===== src/rtl/bus_hold_pkg.sv =====
package bus_hold_pkg;
  typedef enum logic [1:0] {
    PM_RUN  = 2'b00,
    PM_HALT = 2'b01,
    PM_STOP = 2'b10,
    PM_IDLE = 2'b11
  } pwr_mode_e;

  typedef enum logic [1:0] {
    HS_NORMAL,
    HS_PEND,
    HS_HOLD,
    HS_REL
  } hold_state_e;
endpackage


===== src/rtl/hold_req_sync.sv =====
module hold_req_sync #(
  parameter int STAGES = 2
) (
  input  logic clk_i,
  input  logic rst_ni,
  input  logic req_ni,
  output logic req_o
);
  logic [STAGES-1:0] sh_q;

  always_ff @(posedge clk_i or negedge rst_ni) begin
    if (!rst_ni) sh_q <= '0;
    else         sh_q <= {sh_q[STAGES-2:0], ~req_ni};
  end

  assign req_o = sh_q[STAGES-1];
endmodule


===== src/rtl/hold_fsm.sv =====
module hold_fsm
  import bus_hold_pkg::*;
(
  input  logic      clk_i,
  input  logic      rst_ni,
  input  logic      en_i,
  input  pwr_mode_e mode_i,
  input  logic      req_i,
  input  logic      bus_cycle_i,
  input  logic      locked_i,
  output logic      ack_no,
  output logic      oe_o,
  output logic      stall_o
);
  hold_state_e st_q, st_d;
  logic req_eff, awake, bus_quiet;

  assign req_eff   = req_i & en_i;
  assign awake     = (mode_i == PM_RUN) | (mode_i == PM_HALT);
  assign bus_quiet = ~bus_cycle_i & ~locked_i;

  always_comb begin
    st_d = st_q;
    unique case (st_q)
      HS_NORMAL:
        if (req_eff && mode_i == PM_HALT)     st_d = HS_HOLD;
        else if (req_eff && mode_i == PM_RUN) st_d = HS_PEND;
      HS_PEND:
        if (!req_eff)                  st_d = HS_NORMAL;
        else if (awake && (bus_quiet || mode_i == PM_HALT)) st_d = HS_HOLD;
      HS_HOLD:
        if (!req_eff) st_d = HS_REL;
      HS_REL:
        st_d = HS_NORMAL;
      default: st_d = HS_NORMAL;
    endcase
  end

  always_ff @(posedge clk_i or negedge rst_ni) begin
    if (!rst_ni) st_q <= HS_NORMAL;
    else         st_q <= st_d;
  end

  assign ack_no  = (st_q != HS_HOLD);
  assign oe_o    = (st_q != HS_HOLD);
  assign stall_o = (st_q != HS_NORMAL);

  a_r2_disabled_no_grant: assert property (@(posedge clk_i) disable iff (!rst_ni)
    !en_i |=> ack_no);
  a_r3_hold_stalls: assert property (@(posedge clk_i) disable iff (!rst_ni)
    !ack_no |-> stall_o && !oe_o);
  a_r4_grant_on_idle: assert property (@(posedge clk_i) disable iff (!rst_ni)
    ($fell(ack_no) && $past(mode_i) == PM_RUN) |-> $past(stall_o && !bus_cycle_i && !locked_i));
  a_r5_locked_blocks: assert property (@(posedge clk_i) disable iff (!rst_ni)
    (ack_no && locked_i && mode_i == PM_RUN) |=> ack_no);
  a_r6_stall_after_ack: assert property (@(posedge clk_i) disable iff (!rst_ni)
    $fell(stall_o) |-> $past(ack_no));
  a_r7_sleep_no_grant: assert property (@(posedge clk_i) disable iff (!rst_ni)
    (ack_no && (mode_i == PM_STOP || mode_i == PM_IDLE)) |=> ack_no);
endmodule


===== src/rtl/bus_hold_ctrl.sv =====
module bus_hold_ctrl
  import bus_hold_pkg::*;
#(
  parameter int SYNC_STAGES = 2
) (
  input  logic       clk_i,
  input  logic       rst_ni,
  input  logic       pin_ctl_en_i,
  input  logic [1:0] pwr_mode_i,
  input  logic       hold_req_ni,
  input  logic       bus_cycle_i,
  input  logic       locked_i,
  output logic       hold_ack_no,
  output logic       bus_oe_o,
  output logic       stall_start_o
);
  logic req_sync;

  hold_req_sync #(.STAGES(SYNC_STAGES)) u_sync (
    .clk_i  (clk_i),
    .rst_ni (rst_ni),
    .req_ni (hold_req_ni),
    .req_o  (req_sync)
  );

  hold_fsm u_fsm (
    .clk_i       (clk_i),
    .rst_ni      (rst_ni),
    .en_i        (pin_ctl_en_i),
    .mode_i      (pwr_mode_e'(pwr_mode_i)),
    .req_i       (req_sync),
    .bus_cycle_i (bus_cycle_i),
    .locked_i    (locked_i),
    .ack_no      (hold_ack_no),
    .oe_o        (bus_oe_o),
    .stall_o     (stall_start_o)
  );
endmodule


===== config.mk =====
export PLATFORM = sky130hd
export DESIGN_NAME = bus_hold_ctrl
export DESIGN_NICKNAME = d
export VERILOG_FILES = /design/src/rtl/bus_hold_pkg.sv /design/src/rtl/hold_req_sync.sv /design/src/rtl/hold_fsm.sv /design/src/rtl/bus_hold_ctrl.sv
export SDC_FILE = /design/constraint.sdc
export NUM_CORES = 1
export LEC_CHECK = 0
export BUFFER_PORTS_ARGS = -buffer_cell sky130_fd_sc_hd__buf_2
export CAP_MARGIN = 10
export CORE_AREA = 5 5 42 44
export CTS_CLUSTER_DIAMETER = 40
export DETAILED_ROUTE_END_ITERATION = 7
export DIE_AREA = 0 0 47 49
export HOLD_SLACK_MARGIN = 0.02
export PLACE_DENSITY = 0.35
export REMOVE_ABC_BUFFERS = 1
export SYNTH_ARGS = -nofsm -noshare
export SYNTH_HDL_FRONTEND = slang
export SYNTH_SLANG_ARGS = --single-unit
export TNS_END_PERCENT = 100

===== constraint.sdc =====
create_clock -name clk_i -period 1.2 [get_ports clk_i]
set_clock_uncertainty 0.05 [all_clocks]
set_input_delay 0.24 -clock clk_i [delete_from_list [all_inputs] [get_ports clk_i]]
set_output_delay 0.24 -clock clk_i [all_outputs]
set_load 0.005 [all_outputs]

==> results by group, run 1 <==
Critical path
  • Worst EP arrival: 970 ps
  • Crit Path Class: reg2out
  • CP Data Required Time: 910 ps
  • Setup crit end kind: output port
  • Startpoint types: register
  • Critical-path maximum fanout: 4

GRT
  • Vias in the first global route: 212
  • Overflow after GRT: 0
  • Largest net degree at the start of global routing: 5
  • Initial antenna violation count: 0
  • First-pass GRT wire length: 759 um
  • Total GRT Usage: 4.73%

Power and ir drop
  • Reg power frac: 28.3%
  • Combinational Power Share: 47.2%
  • Switching Fraction: 27.2%
  • Power, Total: 0.651 mW
  • Internal power: 0.474 mW
  • Worst vdd ir: 0.761 mV
  • NetSw: 0.177 mW
  • Pleak: 0.157 nW
  • Clock group share of total power: 24.5%
  • Pwr dens: 2010 nW/um^2

Yosys
  • Yosys reg bits: 4
  • Mapped Area: 194 um^2
  • Sequential fraction of the synthesis area: 51.6%
  • Synth Instances: 16
  • Yosys warns: 0
  • Netlist cell types: 12
  • Avg Inst Size Synth: 12.1 um^2

STA
  • Peak Freq: 791 MHz
  • Final Slew Violations: 0
  • Slew margin rel.: 83.7%
  • Finish-stage setup viols: 3
  • Minimum clock period: 1260 ps
  • Final period util: 105%
  • Fin. Hold Viols: 0
  • Slew @ Worst Pin: 242 ps
  • Unrepaired setup endpoints after global routing: true
  • Final WS setup: -64.0 ps
  • Post-route setup TNS: -116 ps

Placed design
  • Placed cell area: 264 um^2
  • Port-buffer cells: 10
  • GPL Wtd Cong: 0.722
  • DP HPWL: 405 um

Clock tree
  • Clk_lat worst skew: 230 ps
  • Sink Count: 4
  • CTS H-tree depth: 1
  • Clock-pin slew on the worst setup and hold paths: 40 ps
  • CTS tree: done
  • CTS root buffer: clkbuf_4
  • Clock tree buffer depth: 2
  • CTS Buf Count: 3

Die
  • # rows: 14
  • Starting density of the core: 13.8%
  • Core area: 1400 um^2
  • Die Footprint: 2300 um^2
  • Die outline width: 47 um
  • I/O pin count: 11
  • Die Y: 49 um

Final layout
  • FF/Latch Area: 100 um^2
  • Share of layout cells above drive strength 1: 64.5%
  • Ant diodes: 0
  • Area Growth Syn to Fin: 67.1%
  • Fill cells: 166
  • Nets: 41
  • Post-route cell area: 324 um^2
  • Multi-input logic area: 90.1 um^2

Routing
  • Router iterations before antenna repair: 1
  • DRT iter0 DRCs: 0
  • Total Wirelength: 478 um
  • Antenna Nets Post-Route: 0
  • WL/cell: 10.2 um
  • Vias per cell: 3.74
  • DRC viols: 0
  • Via count: 176

Run status
  • Violated checks: negative setup slack
  • Outcome: finished, violations left

Min path
  • Hold WC Path Type: in2reg

Flow run
  • Max cap viols: 0
==> sequential cells by signal (all words and copies together), names as in the netlist <==
name and cells:
u_fsm.st_q 2, u_sync.sh_q 2
==> cells by family (layout without fill, tap and decap cells) <==
group                  after synthesis  count (layout)  share of synthesized area [%]
AO/OA/AOI/OAI                        3               3                           19.4
buffers and inverters                2              17                           5.81
flip-flops                           4               4                           51.6
AND/OR/NAND/NOR                      7               7                           23.2
==> final cells by class <==
type | instances | share of cell area, %
timing repair buffer | 13 | 27.0
tap | 16 | 6.18
inverter | 1 | 1.16
clock buffer | 3 | 6.95
sequential | 4 | 30.9
multi-input combinational | 10 | 27.8
==> timing repair <==
action | 4_1_cts | 5_1_grt
hold endpoints to repair | 4 | 0
resized for setup | 2 | 2
hold buffers | 1 | 0
buffers inserted | 1 | 0
pin swaps | 0 | 0
setup endpoints to repair | 3 | 3
==> layout by cell type (no fill, tap or decap), drive strengths merged <==
master        n
or2           1
o31a          1
buf          12
dfrtp         4
dlygate4sd3   1
o31ai         1
nand2         2
nand2b        2
clkbuf        3
nor2          1
o41ai         1
nor3b         1
inv           1
==> path summary, 6_finish.rpt <==
kind,from,end,slack [ps],cells past startpoint
min in group asynchronous,rst_ni,u_fsm.st_q[1],290,2
min,hold_req_ni,u_sync.sh_q[0],100,2
max reg2reg,u_fsm.st_q[0],u_fsm.st_q[0],70,3
max in group asynchronous,rst_ni,u_sync.sh_q[1],690,2
min reg2reg,u_sync.sh_q[0],u_sync.sh_q[1],290,0
max,u_fsm.st_q[0],stall_start_o,-60,2
==> routing by layer <==
metal | vias up | GRT usage, % | wire length (um)
met2 | 11 | 6.11 | 191
met3 | 0 | 1.85 | 81
met4 | 0 | 4.15 | 0
met1 | 79 | 5.75 | 206
li1 | 86 | - | -
met5 | - | 0 | 0
==> per-stage QoR <==
step | hold slack, ps | setup WS, ps | cells | util (%)
floorplan | -106 | 153 | 15 | -
global placement | -0.101 | 93.4 | 42 | 18.8
detailed placement | 4.20 | 64.2 | 42 | 18.8
CTS | 95.9 | -74.0 | 47 | 22.3
global route | 101 | -95.6 | 47 | 23.1
finish | 104 | -64.0 | 47 | 23.1
==> power groups by stage <==
stage / clock, mW / combinational [mW] / sequential, mW
after global routing: 0.179 / 0.338 / 0.188
after global placement: 0 / 0.213 / 0.183
after floorplan: 0 / 0.106 / 0.191
final: 0.159 / 0.308 / 0.185
after CTS: 0.170 / 0.278 / 0.183
after detailed placement: 0 / 0.217 / 0.184
==> critical path: stages, from the launching register on <==
cell     delay [ps]
dfrtp_1         390
or2_4           240
buf_6           110
==> cell usage after synthesis, drive strengths merged <==
| cell type | count | area, um^2 |
|---|---|---|
| nand2b | 2 | 15.0 |
| nor2 | 1 | 3.75 |
| nand2 | 2 | 7.51 |
| nor3b | 1 | 12.5 |
| inv | 1 | 3.75 |
| or2 | 1 | 6.26 |
| buf | 1 | 7.51 |
| o31a | 1 | 8.76 |
| dfrtp | 4 | 100 |
| o31ai | 1 | 12.5 |
| o41ai | 1 | 16.3 |
Note: power is estimated with default switching activity, not from simulation.
==> run 2, diff against run 1 <==
SETUP_SLACK_MARGIN = 0.1   (was unset)
==> results by group, run 2 (synthesis results as in run 1) <==
Routing
  • Vias per cell: 3.71 (was 3.74)
  • Antenna Nets Post-Route: 0 (unchanged)
  • WL/cell: 9.85 um (was 10.2 um)
  • DRC viols: 0 (unchanged)
  • Router iterations before antenna repair: 1 (unchanged)
  • DRT iter0 DRCs: 0 (unchanged)
  • Via count: 178 (was 176)
  • Total Wirelength: 473 um (was 478 um)

Placed design
  • DP HPWL: 405 um (unchanged)
  • Placed cell area: 264 um^2 (unchanged)
  • Post-placement cell count: 42 (unchanged)
  • Port-buffer cells: 10 (unchanged)
  • GPL Wtd Cong: 0.722 (unchanged)

Final layout
  • Share of layout cells above drive strength 1: 65.6% (was 64.5%)
  • Largest regs: u_fsm.st_q: 2 flops, u_sync.sh_q: 2 flops (unchanged)
  • Area Growth Syn to Fin: 74.2% (was 67.1%)
  • Post-layout util: 24.1% (was 23.1%)
  • Ant diodes: 0 (unchanged)
  • Post-route insts no fill: 48 (was 47)
  • Most common cell after layout, fill and taps aside: buf_2 (unchanged)
  • Nets: 42 (was 41)
  • Commonest cells after routing, fill and taps aside: 8 x buf_2, 4 x dfrtp_1, 3 x clkbuf_4, 3 x buf_4 (was 8 x buf_2, 4 x dfrtp_1, 3 x clkbuf_4)
  • Post-route cell area: 338 um^2 (was 324 um^2)
  • Fill cells: 168 (was 166)

Clock tree
  • CTS tree: done (unchanged)
  • Sink Count: 4 (unchanged)
  • Clock tree buffer depth: 2 (unchanged)
  • CTS H-tree depth: 1 (unchanged)
  • CTS root buffer: clkbuf_4 (unchanged)
  • Clk_lat worst skew: 230 ps (about the same)
  • Clock-pin slew on the worst setup and hold paths: 40 ps (about the same)
  • CTS Buf Count: 3 (unchanged)

Power and ir drop
  • Pwr dens: 2000 nW/um^2 (was 2010 nW/um^2)
  • Worst vdd ir: 0.759 mV (was 0.761 mV)
  • Pleak: 0.166 nW (was 0.157 nW)

Die
  • Core area: 1400 um^2 (unchanged)
  • Die Footprint: 2300 um^2 (unchanged)
  • # rows: 14 (unchanged)
  • Starting density of the core: 13.8% (unchanged)
  • I/O pin count: 11 (unchanged)
  • Die outline width: 47 um (unchanged)
  • Die Y: 49 um (unchanged)

Min path
  • Min-delay src: hold_req_ni (unchanged)
  • Worst hold path stage count: 2 (unchanged)
  • Min-Delay Endpoint: u_sync.sh_q[0] (unchanged)
  • Hold WC Path Type: in2reg (unchanged)

Critical path
  • Critical-path maximum fanout: 4 (unchanged)
  • CP delay by family, top: flip-flops (unchanged)
  • CP cell instances: or2_4, buf_6 (unchanged)
  • CP Data Required Time: 910 ps (about the same)
  • Worst EP arrival: 970 ps (about the same)
  • CP peak stage delay: 390 ps (about the same)
  • Reg2Reg Setup Slack: -40 ps (was 70 ps)
  • Origin of the critical flop-to-flop path: u_fsm.st_q[0] (unchanged)
  • Crit Path Class: reg2out (unchanged)
  • Slowest cell on crit path: dfrtp_1 (unchanged)
  • Critical R2R Capture: u_fsm.st_q[0] (unchanged)
  • WP buf/inv: 1 (unchanged)
  • Setup crit end kind: output port (unchanged)
  • Startpoint types: register (unchanged)
  • Worst Reg-to-Reg Cells: 4 (was 3)

GRT
  • First-pass GRT wire length: 745 um (was 759 um)
  • M3 GR Usage: 1.85% (unchanged)
  • Grt met1 use: 5.53% (was 5.75%)
  • Largest net degree at the start of global routing: 5 (unchanged)
  • Initial antenna violation count: 0 (unchanged)
  • Total GRT Usage: 4.66% (was 4.73%)
  • Grt met2 use: 6.11% (unchanged)
  • Overflow after GRT: 0 (unchanged)
  • Vias in the first global route: 215 (was 212)
  • Most used routing layer: met2 (unchanged)

STA
  • Unrepaired setup endpoints after global routing: true (unchanged)
  • Slew margin rel.: 83.7% (about the same)
  • Post-route setup TNS: -149 ps (was -116 ps)
  • Final WS setup: -62.4 ps (was -64.0 ps)
  • Hold slack: 104 ps (unchanged)
  • Finish-stage setup viols: 4 (was 3)
  • Minimum clock period: 1260 ps (about the same)
  • Peak Freq: 792 MHz (was 791 MHz)
  • Final period util: 105% (about the same)
  • Final Slew Violations: 0 (unchanged)
  • Fin. Hold Viols: 0 (unchanged)
  • Slew @ Worst Pin: 242 ps (about the same)

Flow run
  • Max cap viols: 0 (unchanged)

Run status
  • Outcome: finished, violations left (unchanged)
  • Violated checks: negative setup slack (unchanged)
==> run 2: cell count changes in the layout (fill, tap and decap cells not counted) <==
cell,delta
buf_4,+1
nor3b_2,-1
nor3b_4,+1
==> run 2: per-stage QoR <==
step           setup slack [ps]  total power, mW
3_5_place_dp               64.2            0.401
4_1_cts                   -70.5            0.655
3_3_place_gp               93.4            0.396
2_1_floorplan               153            0.296
6_report                  -62.4            0.674
5_1_grt                    -100            0.730
==> run 2: worst register-to-register path, stage by stage (launching register included) <==
cell and delay, ps:
dfrtp_1 390, buf_4 140, nor3b_4 140, o31a_1 240, o31ai_2 180
==> run 2: layout make-up <==
type                            instances  area (um^2)  area share (%)
Tap cell                               16         20.0            5.93
Timing Repair Buffer                   14         95.1            28.1
Inverter                                1         3.75            1.11
Sequential cell                         4          100            29.6
Clock buffer                            3         22.5            6.67
Multi-Input combinational cell         10         96.3            28.5
==> run 2: repair_timing <==
action	4_1_cts	5_1_grt
hold endpoints to repair	4	0
setup buffers	2	0
gates resized for setup	3	2
hold buffers	1	0
endpoints found under the setup margin	5	5
==> run 2: worst max-delay path by stage <==
stage,end,from,cells past startpoint,slack [ps]
final,stall_start_o,u_fsm.st_q[0],2,-60
after global routing,u_fsm.st_q[0],u_fsm.st_q[0],4,-100
after CTS,bus_oe_o,u_fsm.st_q[0],2,-70
after detailed placement,u_fsm.st_q[0],u_fsm.st_q[0],3,60
after global placement,u_fsm.st_q[0],u_fsm.st_q[0],3,90
after floorplan,u_fsm.st_q[0],u_fsm.st_q[0],3,150
==> run 2: report_power, final <==
group | switching [mW] | internal [mW]
Combinational | 0.113 | 0.218
Sequential | 0.0190 | 0.165
Clock | 0.0479 | 0.111
==> run 2: layer usage <==
| metal | share of wire, % | wire length [um] |
|---|---|---|
| met5 | 0 | 0 |
| met4 | 0 | 0 |
| met3 | 17 | 81 |
| met2 | 43 | 202 |
| met1 | 40 | 189 |
